===== src/rtl/cm_arbiter_pkg.sv =====
package cm_arbiter_pkg;

  typedef enum logic [1:0] {
    ST_IDLE = 2'd0,
    ST_RUN  = 2'd1,
    ST_PUB  = 2'd2
  } arbState_t;

  typedef struct packed {
    logic capture;
    logic step;
    logic publish;
  } arbStrobe_t;

endpackage


===== src/rtl/cm_arbiter_ctrl.sv =====
module cm_arbiter_ctrl
  import cm_arbiter_pkg::*;
#(
  parameter int LINKS  = 4,
  parameter int STEP_W = (LINKS > 1) ? $clog2(LINKS) : 1
) (
  input  logic              clk,
  input  logic              rstN,
  input  logic              slotStart,
  output arbStrobe_t        strb,
  output logic [STEP_W-1:0] stepIdx
);

  localparam logic [STEP_W-1:0] LAST_STEP = STEP_W'(LINKS - 1);

  arbState_t         state;
  arbState_t         stateNext;
  logic [STEP_W-1:0] stepCnt;

  always_comb begin
    stateNext = state;
    unique case (state)
      ST_IDLE: if (slotStart) stateNext = ST_RUN;
      ST_RUN:  if (stepCnt == LAST_STEP) stateNext = ST_PUB;
      ST_PUB:  stateNext = ST_IDLE;
      default: stateNext = ST_IDLE;
    endcase
  end

  always_ff @(posedge clk or negedge rstN) begin
    if (!rstN) begin
      state   <= ST_IDLE;
      stepCnt <= '0;
    end else begin
      state <= stateNext;
      if (state == ST_RUN) stepCnt <= stepCnt + STEP_W'(1);
      else                 stepCnt <= '0;
    end
  end

  always_comb begin
    strb.capture = (state == ST_IDLE) && slotStart;
    strb.step    = (state == ST_RUN);
    strb.publish = (state == ST_PUB);
    stepIdx      = stepCnt;
  end

endmodule


===== src/rtl/cm_min_finder.sv =====
module cm_min_finder #(
  parameter int N     = 12,
  parameter int KEY_W = 6,
  parameter int IDX_W = 4
) (
  input  logic [N-1:0]       cand,
  input  logic [N*KEY_W-1:0] keys,
  output logic               found,
  output logic [IDX_W-1:0]   bestIdx
);

  logic [KEY_W-1:0] bestKey;

  always_comb begin
    found   = 1'b0;
    bestIdx = '0;
    bestKey = '0;
    for (int k = 0; k < N; k++) begin
      if (cand[k] && (!found || (keys[k*KEY_W +: KEY_W] < bestKey))) begin
        found   = 1'b1;
        bestKey = keys[k*KEY_W +: KEY_W];
        bestIdx = IDX_W'(k);
      end
    end
  end

endmodule


===== src/rtl/cm_arbiter_dp.sv =====
module cm_arbiter_dp
  import cm_arbiter_pkg::*;
#(
  parameter int NUM_CTRL = 3,
  parameter int LINKS    = 4,
  parameter int SEQ_W    = 4,
  parameter int DATA_W   = 8,
  parameter int PORT_W   = (NUM_CTRL > 1) ? $clog2(NUM_CTRL) : 1,
  parameter int STEP_W   = (LINKS > 1) ? $clog2(LINKS) : 1
) (
  input  logic                         clk,
  input  logic                         rstN,
  input  arbStrobe_t                   strb,
  input  logic [STEP_W-1:0]            stepIdx,
  input  logic [NUM_CTRL*LINKS-1:0]    bufValid,
  input  logic [NUM_CTRL*LINKS*SEQ_W-1:0]  bufSeq,
  input  logic [NUM_CTRL*LINKS*DATA_W-1:0] bufData,
  output logic [NUM_CTRL*LINKS-1:0]    bufClear,
  output logic [NUM_CTRL*PORT_W-1:0]   portPrio,
  output logic [LINKS-1:0]             outValid,
  output logic [LINKS*DATA_W-1:0]      outData
);

  localparam int N     = NUM_CTRL * LINKS;
  localparam int IDX_W = (N > 1) ? $clog2(N) : 1;
  localparam int KEY_W = PORT_W + SEQ_W;

  // registered slot snapshot
  logic [N-1:0]       snapValid;
  logic [SEQ_W-1:0]   snapSeq  [N];
  logic [DATA_W-1:0]  snapData [N];
  logic [N-1:0]       taken;

  // per-link picks
  logic [IDX_W-1:0]   pickIdx [LINKS];
  logic [LINKS-1:0]   pickOk;

  // round-robin head and ranks
  logic [PORT_W-1:0]  head;
  logic [PORT_W-1:0]  rankOf [NUM_CTRL];

  logic [N*KEY_W-1:0] keyVec;
  logic [N-1:0]       candVec;
  logic               minFound;
  logic [IDX_W-1:0]   minIdx;

  always_comb begin
    for (int j = 0; j < NUM_CTRL; j++) begin
      int r;
      r = j - int'(head);
      if (r < 0) r = r + NUM_CTRL;
      rankOf[j] = PORT_W'(r);
    end
  end

  for (genvar j = 0; j < NUM_CTRL; j++) begin : g_ctrl
    assign portPrio[j*PORT_W +: PORT_W] = rankOf[j];
    for (genvar m = 0; m < LINKS; m++) begin : g_buf
      localparam int K = j * LINKS + m;
      assign keyVec[K*KEY_W +: KEY_W] = {rankOf[j], snapSeq[K]};
    end
  end

  assign candVec = snapValid & ~taken;

  cm_min_finder #(
    .N    (N),
    .KEY_W(KEY_W),
    .IDX_W(IDX_W)
  ) u_min (
    .cand   (candVec),
    .keys   (keyVec),
    .found  (minFound),
    .bestIdx(minIdx)
  );

  // snapshot capture
  always_ff @(posedge clk or negedge rstN) begin
    if (!rstN) begin
      snapValid <= '0;
      for (int k = 0; k < N; k++) begin
        snapSeq[k]  <= '0;
        snapData[k] <= '0;
      end
    end else if (strb.capture) begin
      snapValid <= bufValid;
      for (int k = 0; k < N; k++) begin
        snapSeq[k]  <= bufSeq[k*SEQ_W +: SEQ_W];
        snapData[k] <= bufData[k*DATA_W +: DATA_W];
      end
    end
  end

  // iterated minimum search, one link per step
  always_ff @(posedge clk or negedge rstN) begin
    if (!rstN) begin
      taken  <= '0;
      pickOk <= '0;
      for (int m = 0; m < LINKS; m++) pickIdx[m] <= '0;
    end else if (strb.capture) begin
      taken  <= '0;
      pickOk <= '0;
    end else if (strb.step) begin
      pickOk[stepIdx]  <= minFound;
      pickIdx[stepIdx] <= minIdx;
      if (minFound) taken[minIdx] <= 1'b1;
    end
  end

  // publish: outputs, clear pulse, rank rotation
  always_ff @(posedge clk or negedge rstN) begin
    if (!rstN) begin
      bufClear <= '0;
      outValid <= '0;
      outData  <= '0;
      head     <= '0;
    end else begin
      bufClear <= '0;
      if (strb.publish) begin
        bufClear <= taken;
        outValid <= pickOk;
        for (int m = 0; m < LINKS; m++) begin
          outData[m*DATA_W +: DATA_W] <= pickOk[m] ? snapData[pickIdx[m]] : '0;
        end
        if (int'(head) == NUM_CTRL - 1) head <= '0;
        else                            head <= head + PORT_W'(1);
      end
    end
  end

endmodule


===== src/rtl/cm_arbiter.sv =====
module cm_arbiter
  import cm_arbiter_pkg::*;
#(
  parameter int NUM_CTRL = 3,
  parameter int LINKS    = 4,
  parameter int SEQ_W    = 4,
  parameter int DATA_W   = 8,
  parameter int PORT_W   = (NUM_CTRL > 1) ? $clog2(NUM_CTRL) : 1
) (
  input  logic                             clk,
  input  logic                             rstN,
  input  logic                             slotStart,
  input  logic [NUM_CTRL*LINKS-1:0]        bufValid,
  input  logic [NUM_CTRL*LINKS*SEQ_W-1:0]  bufSeq,
  input  logic [NUM_CTRL*LINKS*DATA_W-1:0] bufData,
  output logic [NUM_CTRL*LINKS-1:0]        bufClear,
  output logic [NUM_CTRL*PORT_W-1:0]       portPrio,
  output logic [LINKS-1:0]                 outValid,
  output logic [LINKS*DATA_W-1:0]          outData
);

  localparam int STEP_W = (LINKS > 1) ? $clog2(LINKS) : 1;

  arbStrobe_t        strb;
  logic [STEP_W-1:0] stepIdx;
  logic              pubStrobe;

  assign pubStrobe = strb.publish;

  cm_arbiter_ctrl #(
    .LINKS (LINKS),
    .STEP_W(STEP_W)
  ) u_ctrl (
    .clk      (clk),
    .rstN     (rstN),
    .slotStart(slotStart),
    .strb     (strb),
    .stepIdx  (stepIdx)
  );

  cm_arbiter_dp #(
    .NUM_CTRL(NUM_CTRL),
    .LINKS   (LINKS),
    .SEQ_W   (SEQ_W),
    .DATA_W  (DATA_W),
    .PORT_W  (PORT_W),
    .STEP_W  (STEP_W)
  ) u_dp (
    .clk     (clk),
    .rstN    (rstN),
    .strb    (strb),
    .stepIdx (stepIdx),
    .bufValid(bufValid),
    .bufSeq  (bufSeq),
    .bufData (bufData),
    .bufClear(bufClear),
    .portPrio(portPrio),
    .outValid(outValid),
    .outData (outData)
  );

endmodule


===== config.mk =====
export PLATFORM = sky130hd
export DESIGN_NAME = cm_arbiter
export DESIGN_NICKNAME = d
export VERILOG_FILES = /design/src/rtl/cm_arbiter_pkg.sv /design/src/rtl/cm_arbiter_ctrl.sv /design/src/rtl/cm_min_finder.sv /design/src/rtl/cm_arbiter_dp.sv /design/src/rtl/cm_arbiter.sv
export SDC_FILE = /design/constraint.sdc
export NUM_CORES = 1
export LEC_CHECK = 0
export BUFFER_PORTS_ARGS = -buffer_cell sky130_fd_sc_hd__clkbuf_2
export CAP_MARGIN = 15
export CORE_MARGIN = 1.5
export CORE_UTILIZATION = 34
export CTS_CLUSTER_SIZE = 24
export DETAILED_ROUTE_END_ITERATION = 7
export SLEW_MARGIN = 20
export SYNTH_ARGS = -nofsm -noshare
export SYNTH_HDL_FRONTEND = slang
export SYNTH_SLANG_ARGS = --single-unit

===== constraint.sdc =====
create_clock -name clk -period 22 [get_ports clk]
set_clock_uncertainty 0.15 [all_clocks]
set_input_delay 2.2 -clock clk [delete_from_list [all_inputs] [get_ports clk]]
set_output_delay 2.2 -clock clk [all_outputs]
set_load 0.02 [all_outputs]

**Word-level counts from Yosys, hierarchy flattened**

Index checks and enable logic that the tools add are counted.

- Flip-flop bits (word level): 242
- Word-level logic and storage cells: 199
- Input port bits: 159

- Mux-type cells: 72
- $lt $le $gt $ge: 24
- Reduce and logical (&&, ||, !) cells: 43
- Equal/unequal tests: 6
- $add $sub $neg: 8
- Bitwise logic cells: 9

Operators with widths:

| cell | number |
|---|---|
| 8-bit binary-select mux with 4-bit select | 4 |
| 8-bit 2-to-1 mux | 12 |
| 6-bit < comparator | 11 |
| 6-bit 2-to-1 mux | 11 |
| 4-bit 2-to-1 mux | 13 |
| 12-bit 2-to-1 mux | 4 |
| 5-bit >= comparator (second input constant) | 4 |
| 4-bit inverter with 5-bit output | 4 |
| 16-bit bitwise mux | 1 |
| 1-bit logical AND | 15 |
| 1-bit 2-to-1 mux | 15 |
| 2-bit 2-to-1 mux | 7 |
| 12-bit AND | 1 |
| 3-bit by 1-bit < comparator with 1-bit output (second input constant) | 4 |
| 12-bit inverter | 1 |
| 12-bit OR | 1 |
| 1-bit zero test | 11 |
| 1-bit logical OR | 11 |
| 2-bit by 1-bit adder with 2-bit output (second input constant) | 5 |
| 4-bit demux with 2-bit select | 1 |
| 2-bit == test (second input constant) | 3 |
| 2-bit AND reduction | 3 |
| 1-bit by 2-bit subtractor with 3-bit output (first input constant) | 2 |
| 4-bit by 5-bit < comparator with 1-bit output (second input constant) | 1 |
| 16 further kinds | 17 |

**Logic depth before layout (Yosys ltp)**

- Word-level depth: 56
- Mapped depth: 111

**Cells and area by module**

Synthesis repeated with hierarchy kept, for this count alone.

- Cell total of the unflattened synthesis: 1276
- Area total of the unflattened synthesis: 15138.3 um^2

By module, submodules not included:

| module | seq. area each (um^2) | instances | cells each | area each (um^2) |
|---|---|---|---|---|
| cm_arbiter_dp | 5955.7 | 1 | 842 | 12001.5 |
| cm_min_finder | 0.0 | 1 | 419 | 2955.3 |
| cm_arbiter_ctrl | 100.1 | 1 | 15 | 181.4 |

**Least setup slack after synthesis**

OpenSTA, ideal clock, no wires.

- Kind: register to register
- Start point: register u_dp.taken[0]
- End point: register u_dp.pickIdx[10] (netlist bit)
- Stages on the path, launching flop included: 99
- Period minus slack after synthesis: 17.843 ns
- Required time: 21.729 ns
- Data arrival time: 17.572 ns
- Buffers on the path: 8
- Setup slack: 4.157 ns
- Library setup time: 0.121 ns
- Path through: dfrtp_1 -> nor2b_4 -> buf_6 -> nand2_1 -> ha_1 -> or3b_1 -> o22ai_2 -> a41o_2 -> mux2_4 -> ha_1 -> and4_1 -> a21oi_1 -> o211ai_1 -> a21oi_1 -> mux2_4 -> ha_1 -> and4_1 -> a21o_1 -> [63 not listed] -> mux2_4 -> ha_1 -> nand4_1 -> o21a_1 -> o21a_1 -> a31oi_1 -> buf_2 -> mux2_2 -> ha_1 -> a21o_1 -> a211oi_1 -> o21ai_0 -> or2_2 -> inv_1 -> nand3_1 -> and4bb_1 -> buf_4 -> a22o_1

- Longest elaborated chain between the ends: 48
- Elaborated cells between the ends (all ways): 78
- Those cells by class: order compare: 11; mux: 32; bitwise: 2; reduce/logical: 33

RTL lines:

| element | RTL line | source |
|---|---|---|
| from (decl) | cm_arbiter_dp.sv:32 | `logic [N-1:0] taken;` |
| from (signal assigned) | cm_arbiter_dp.sv:97 | `taken <= '0;` |
| from (signal assigned) | cm_arbiter_dp.sv:101 | `taken <= '0;` |
| from (signal, indexed assignment) | cm_arbiter_dp.sv:106 | `if (minFound) taken[minIdx] <= 1'b1;` |
| 12-bit inverter (*) | cm_arbiter_dp.sv:64 | `assign candVec = snapValid & ~taken;` |
| 12-bit AND (*) | cm_arbiter_dp.sv:64 |  |
| 6-bit 2-to-1 mux or 1-bit 2-to-1 mux (tied branches) | cm_min_finder.sv:19 | `if (cand[k] && (!found \|\| (keys[k*KEY_W +: KEY_W] < bestKey))) begin` |
| 6-bit < comparator or 1-bit zero test (tied branches) | cm_min_finder.sv:19 |  |
| 1-bit logical OR | cm_min_finder.sv:19 |  |
| 1-bit logical AND | cm_min_finder.sv:19 |  |
| 6-bit 2-to-1 mux or 1-bit 2-to-1 mux (tied branches) | cm_min_finder.sv:19 |  |
| 6-bit < comparator or 1-bit zero test (tied branches) | cm_min_finder.sv:19 |  |
| [32 not listed] | - |  |
| 1-bit logical OR | cm_min_finder.sv:19 |  |
| 1-bit logical AND | cm_min_finder.sv:19 |  |
| 6-bit 2-to-1 mux or 1-bit 2-to-1 mux (tied branches) | cm_min_finder.sv:19 |  |
| 6-bit < comparator or 1-bit zero test (tied branches) | cm_min_finder.sv:19 |  |
| 1-bit logical OR | cm_min_finder.sv:19 |  |
| 1-bit logical AND | cm_min_finder.sv:19 |  |
| 4-bit 2-to-1 mux (*) | cm_min_finder.sv:19 |  |
| 16-bit bitwise mux (*) | cm_arbiter_dp.sv:105 | `pickIdx[stepIdx] <= minIdx;` |
| to (signal, indexed assignment) | cm_arbiter_dp.sv:105 |  |
| to (decl) | cm_arbiter_dp.sv:35 | `logic [IDX_W-1:0] pickIdx [LINKS];` |

Every way passes the cells marked *; elsewhere a longest branch is shown, timed or not.
A chain may end at the register's enable or synchronous reset.

**Final worst setup path**

- Start point: register u_dp.snapValid[0]
- End point: register u_dp.taken[9]

- Longest elaborated chain between the ends: 54
- Elaborated cells between the ends (all ways): 90
- Those cells by class: order compare: 13; mux: 39; bitwise: 2; reduce/logical: 36

RTL lines:

| element | RTL line | source |
|---|---|---|
| from (decl) | cm_arbiter_dp.sv:29 | `logic [N-1:0] snapValid;` |
| from (signal assigned) | cm_arbiter_dp.sv:86 | `snapValid <= bufValid;` |
| 12-bit AND (*) | cm_arbiter_dp.sv:64 |  |
| 6-bit 2-to-1 mux or 1-bit 2-to-1 mux (tied branches) | cm_min_finder.sv:19 |  |
| 6-bit < comparator or 1-bit zero test (tied branches) | cm_min_finder.sv:19 |  |
| 1-bit logical OR | cm_min_finder.sv:19 |  |
| 1-bit logical AND | cm_min_finder.sv:19 |  |
| 6-bit 2-to-1 mux or 1-bit 2-to-1 mux (tied branches) | cm_min_finder.sv:19 |  |
| 6-bit < comparator or 1-bit zero test (tied branches) | cm_min_finder.sv:19 |  |
| 1-bit logical OR | cm_min_finder.sv:19 |  |
| [38 not listed] | - |  |
| 4-bit by 5-bit < comparator with 1-bit output (implied by the code) or 4-bit by 1-bit >= comparator with 1-bit output (tied branches) | cm_arbiter_dp.sv:106 |  |
| 1-bit logical AND (implied by the code) | cm_arbiter_dp.sv:106 |  |
| 1-bit 2-to-1 mux (implied by the code) | cm_arbiter_dp.sv:106 |  |
| 1-bit demux with 4-bit select | - |  |
| 12-bit OR (no source line) | - |  |
| 12-bit 2-to-1 mux | cm_arbiter_dp.sv:106 |  |
| 12-bit 2-to-1 mux | cm_arbiter_dp.sv:103 | `end else if (strb.step) begin` |
| 12-bit 2-to-1 mux | cm_arbiter_dp.sv:100 | `end else if (strb.capture) begin` |

Every way passes the cells marked *; elsewhere a longest branch is shown, timed or not. The select of a mux whose other input is x is not followed.

==> implementation parameters <==
Parameter                              Value

CTS
  Number of sinks on the clock net ... about 240
  Clock slew seen by the registers of the worst setup and hold paths ... ~0.06 ns
  Number of setup buffers added after CTS ... 0
  Latest clock arrival within the worst-skew pair ... 0.57 ns
  Max Root-Sink Buffers ... 3
  H-Tree Depth ... 1
  Inserted Clock Buffers ... 29
  Buffer cell driving the clock tree root ... clkbuf_16
  Clock tree from TritonCTS ... yes

Die
  Initial standard-cell utilization of the core ... approximately 34%
  I/O pin cnt ... ~210
  Chip width ... ~210 µm
  Core area ... about 43000 µm²
  Die Height ... 212 µm
  Die ar. ... 45100 µm²
  Placement row count ... 76

Placement
  Final Wtd Congestion ... 0.871
  Detailed-placement wirelength estimate ... about 34 mm
  Post-placement cell area ... around 16000 µm²
  Port Buf Inserts ... 212

Timing
  Headroom to the max-slew limit ... around 28%
  Total negative setup slack ... 0 ns
  Crit share post-route ... between 90% and 100%
  Pins Over Slew Limit ... 0
  Slew of the pin with the lowest slew margin ... ~1.1 ns
  Number of hold violations in the final report ... 0
  Maximum clock frequency ... 0.0496 GHz
  Setup-failing EPs final ... 0
  Setup repair after global routing missed its margin ... false
  Time the worst path needs with I/O delays and setup ... roughly 20 ns

Synthesis
  Combinational family with the most area after synthesis ... multiplexers
  Proportion of synthesized area in mux cells ... about a fifth
  Post-Syn Instances ... 1547
  Number of flops mapped to enable cells by yosys ... 0
  Yosys Warn Count ... 0
  Share of synthesized flip-flops with an asynchronous set or reset ... 100%
  Share of the yosys chip area belonging to registers ... slightly above 40%
  Mapped Nets ... roughly 1800
  Ys flop type ... dfrtp_1
  Synthesized area ... between 10000 and 15000 µm²
  Post-synthesis sequential element count ... 242
  Synthesized-area fraction occupied by ao, oa, aoi and oai cells ... approximately 12%
  Synthesized-area fraction occupied by and/or/nand/nor cells ... between 10% and 20%
  Xor and xnor area share after synthesis ... 0%
  Adder and majority gate portion of the synthesized area ... 4.87%
  Distinct cell type count after synthesis ... between 70 and 80
  Avg Cell Area, Syn ... between 9 and 10 µm²

Cells and area
  Final non-filler cell area ... between 15000 and 20000 µm²
  Syn-to-layout area delta ... 17.0%
  Fraction of layout instances using a drive strength above 1 ... 23.7%
  Most used cells in the layout excluding fill and tap cells ... nand2_1, dfrtp_1, clkbuf_2
  Diode insertion count for antenna repair ... 0
  # nets final ... 1926
  Leading cell type in the layout, fill and taps excluded ... nand2_1

Setup path
  Worst Setup Path Type ... reg -> reg
  Delay contributed by the slowest stage of the critical path ... about 0.56 ns
  Data required time at the worst endpoint ... between 20 and 25 ns
  FF-to-FF End ... u_dp.taken[9]
  Type of element launching the critical path ... register
  R2r setup slk ... approximately 1.8 ns
  Max Fanout on Critical Path ... 14
  Logic depth of the worst register-to-register path ... 86
  R2R Path Start ... u_dp.snapValid[0]
  Arrival time at the worst endpoint ... between 20 and 25 ns
  Cell with the largest stage delay on the worst path ... a31oi_2
  Crit path capture type ... register
  Most used cell, CP ... ha_1

Route
  Total number of vias ... 12239
  DRT Wirelength ... roughly 46 mm
  Drt first pass iters ... 5
  Average wire per standard cell ... between 15 and 20 µm
  Iteration-0 DRC Markers ... approximately 840
  Post-DRT Antenna Nets ... 0
  DRC violation count after routing ... 0
  Via-to-Cell Ratio ... around 5.3

GRT
  Initial antenna violation count ... 1
  Largest net degree at the start of global routing ... 97
  Global-route wire length before repair ... between 70 and 80 mm
  Number of global-route vias before repair ... ~12000
  Overall track demand over capacity in global routing ... between 20 and 25%
  Leftover overflow at the end of global routing ... 0

Worst hold path
  Hold Path Cell Cnt ... 2
  Type of the most critical hold path ... reg -> reg
  Worst hold path startpoint ... u_dp.snapValid[4]
  WHS Endpoint ... u_dp.snapValid[4]

Outcome
  Status ... finished clean

Job
  Number of max-cap violations ... 0
==> cell families (layout without fill, tap and decap cells) <==
| group | after synthesis | after routing |
|---|---|---|
| flip-flops | 242 | 242 |
| adder cells (fa/ha/maj) | 58 | 58 |
| multiplexers | 161 | 161 |
| buffers and inverters | 187 | 372 |
| AND/OR/NAND/NOR | 643 | 643 |
| AO/OA/AOI/OAI | 256 | 256 |
==> critical path, delay by kind of cell (launching register included) <==
family	cells	cell delay, ns
compound gates	46	10.36
fa+ha+maj	11	2.99
buf+inv	3	0.21
flops	1	0.39
mux	7	2.52
simple gates	19	3.43
==> timing repair <==
item	in CTS	in global routing
hold buffers	0	0
setup endpoints to repair	0	12
gates resized for setup	0	1
==> routing by layer <==
layer | track usage [%] | wire length (µm) | up-vias
li1 | - | - | 5736
met2 | 32.4 | 21200 | 391
met1 | 28.7 | 20600 | 6040
met5 | 0 | 13 | -
met4 | 5.45 | 1050 | 2
met3 | 4.49 | 3330 | 70
==> cell type report <==
class | count | area (µm²)
clock buffer | 43 | 828
clock inverter | 11 | 154
fill | 4304 | 25700
inverter | 89 | 334
multi-input combinational | 1118 | 8100
sequential | 242 | 6060
tap | 585 | 732
timing repair buffer | 229 | 1220
==> Yosys cell counts (19+ instances only) <==
cell type,instances,area (µm²)
nand2b_1,19,119
mux2i_1,42,420
and2_1,20,125
a22o_1,37,324
o21ai_0,45,225
nor2_1,56,210
inv_1,88,330
dfrtp_1,242,6060
clkbuf_1,67,251
a21oi_1,34,170
o22ai_1,33,206
ha_1,58,726
nand2_1,487,1830
mux4_2,96,2160
a21o_1,21,158
==> how the worst max path moves through the flow <==
stage	from	end	slack, ns	cells after the start
4_1_cts	u_dp.taken[0]	u_dp.taken[9]	1.39	89
3_5_place_dp	u_dp.taken[0]	u_dp.taken[9]	1.43	90
6_report	u_dp.snapValid[0]	u_dp.taken[9]	1.83	86
5_1_grt	u_dp.taken[0]	u_dp.taken[9]	0.1	90
2_1_floorplan	u_dp.taken[0]	u_dp.pickIdx[10]	4.16	98
3_3_place_gp	u_dp.taken[0]	u_dp.taken[9]	2.06	91
==> registers in the layout, indices dropped and copies added, names as in the netlist, 4 cells and up <==
signal,cells
u_dp.bufClear,12
u_dp.keyVec,48
u_dp.outData,32
u_dp.outValid,4
u_dp.pickIdx,16
u_dp.pickOk,4
u_dp.snapData,96
u_dp.snapValid,12
u_dp.taken,12
==> per-stage QoR <==
| stage | cells | hold slack [ns] | setup WS (ns) | util, % |
|---|---|---|---|---|
| floorplan | 1547 | 0.288 | 4.16 | - |
| global placement | 2262 | 0.305 | 2.06 | 38.0 |
| detailed placement | 2262 | 0.308 | 1.43 | 38.0 |
| CTS | 2316 | 0.324 | 1.39 | 40.3 |
| global route | 2317 | 0.348 | 0.0961 | 40.4 |
| finish | 2317 | 0.315 | 1.83 | 40.4 |
Power is left out: the tool's default activity adds up to more than one toggle a clock period on the data nets, which glitch-free logic cannot reach.
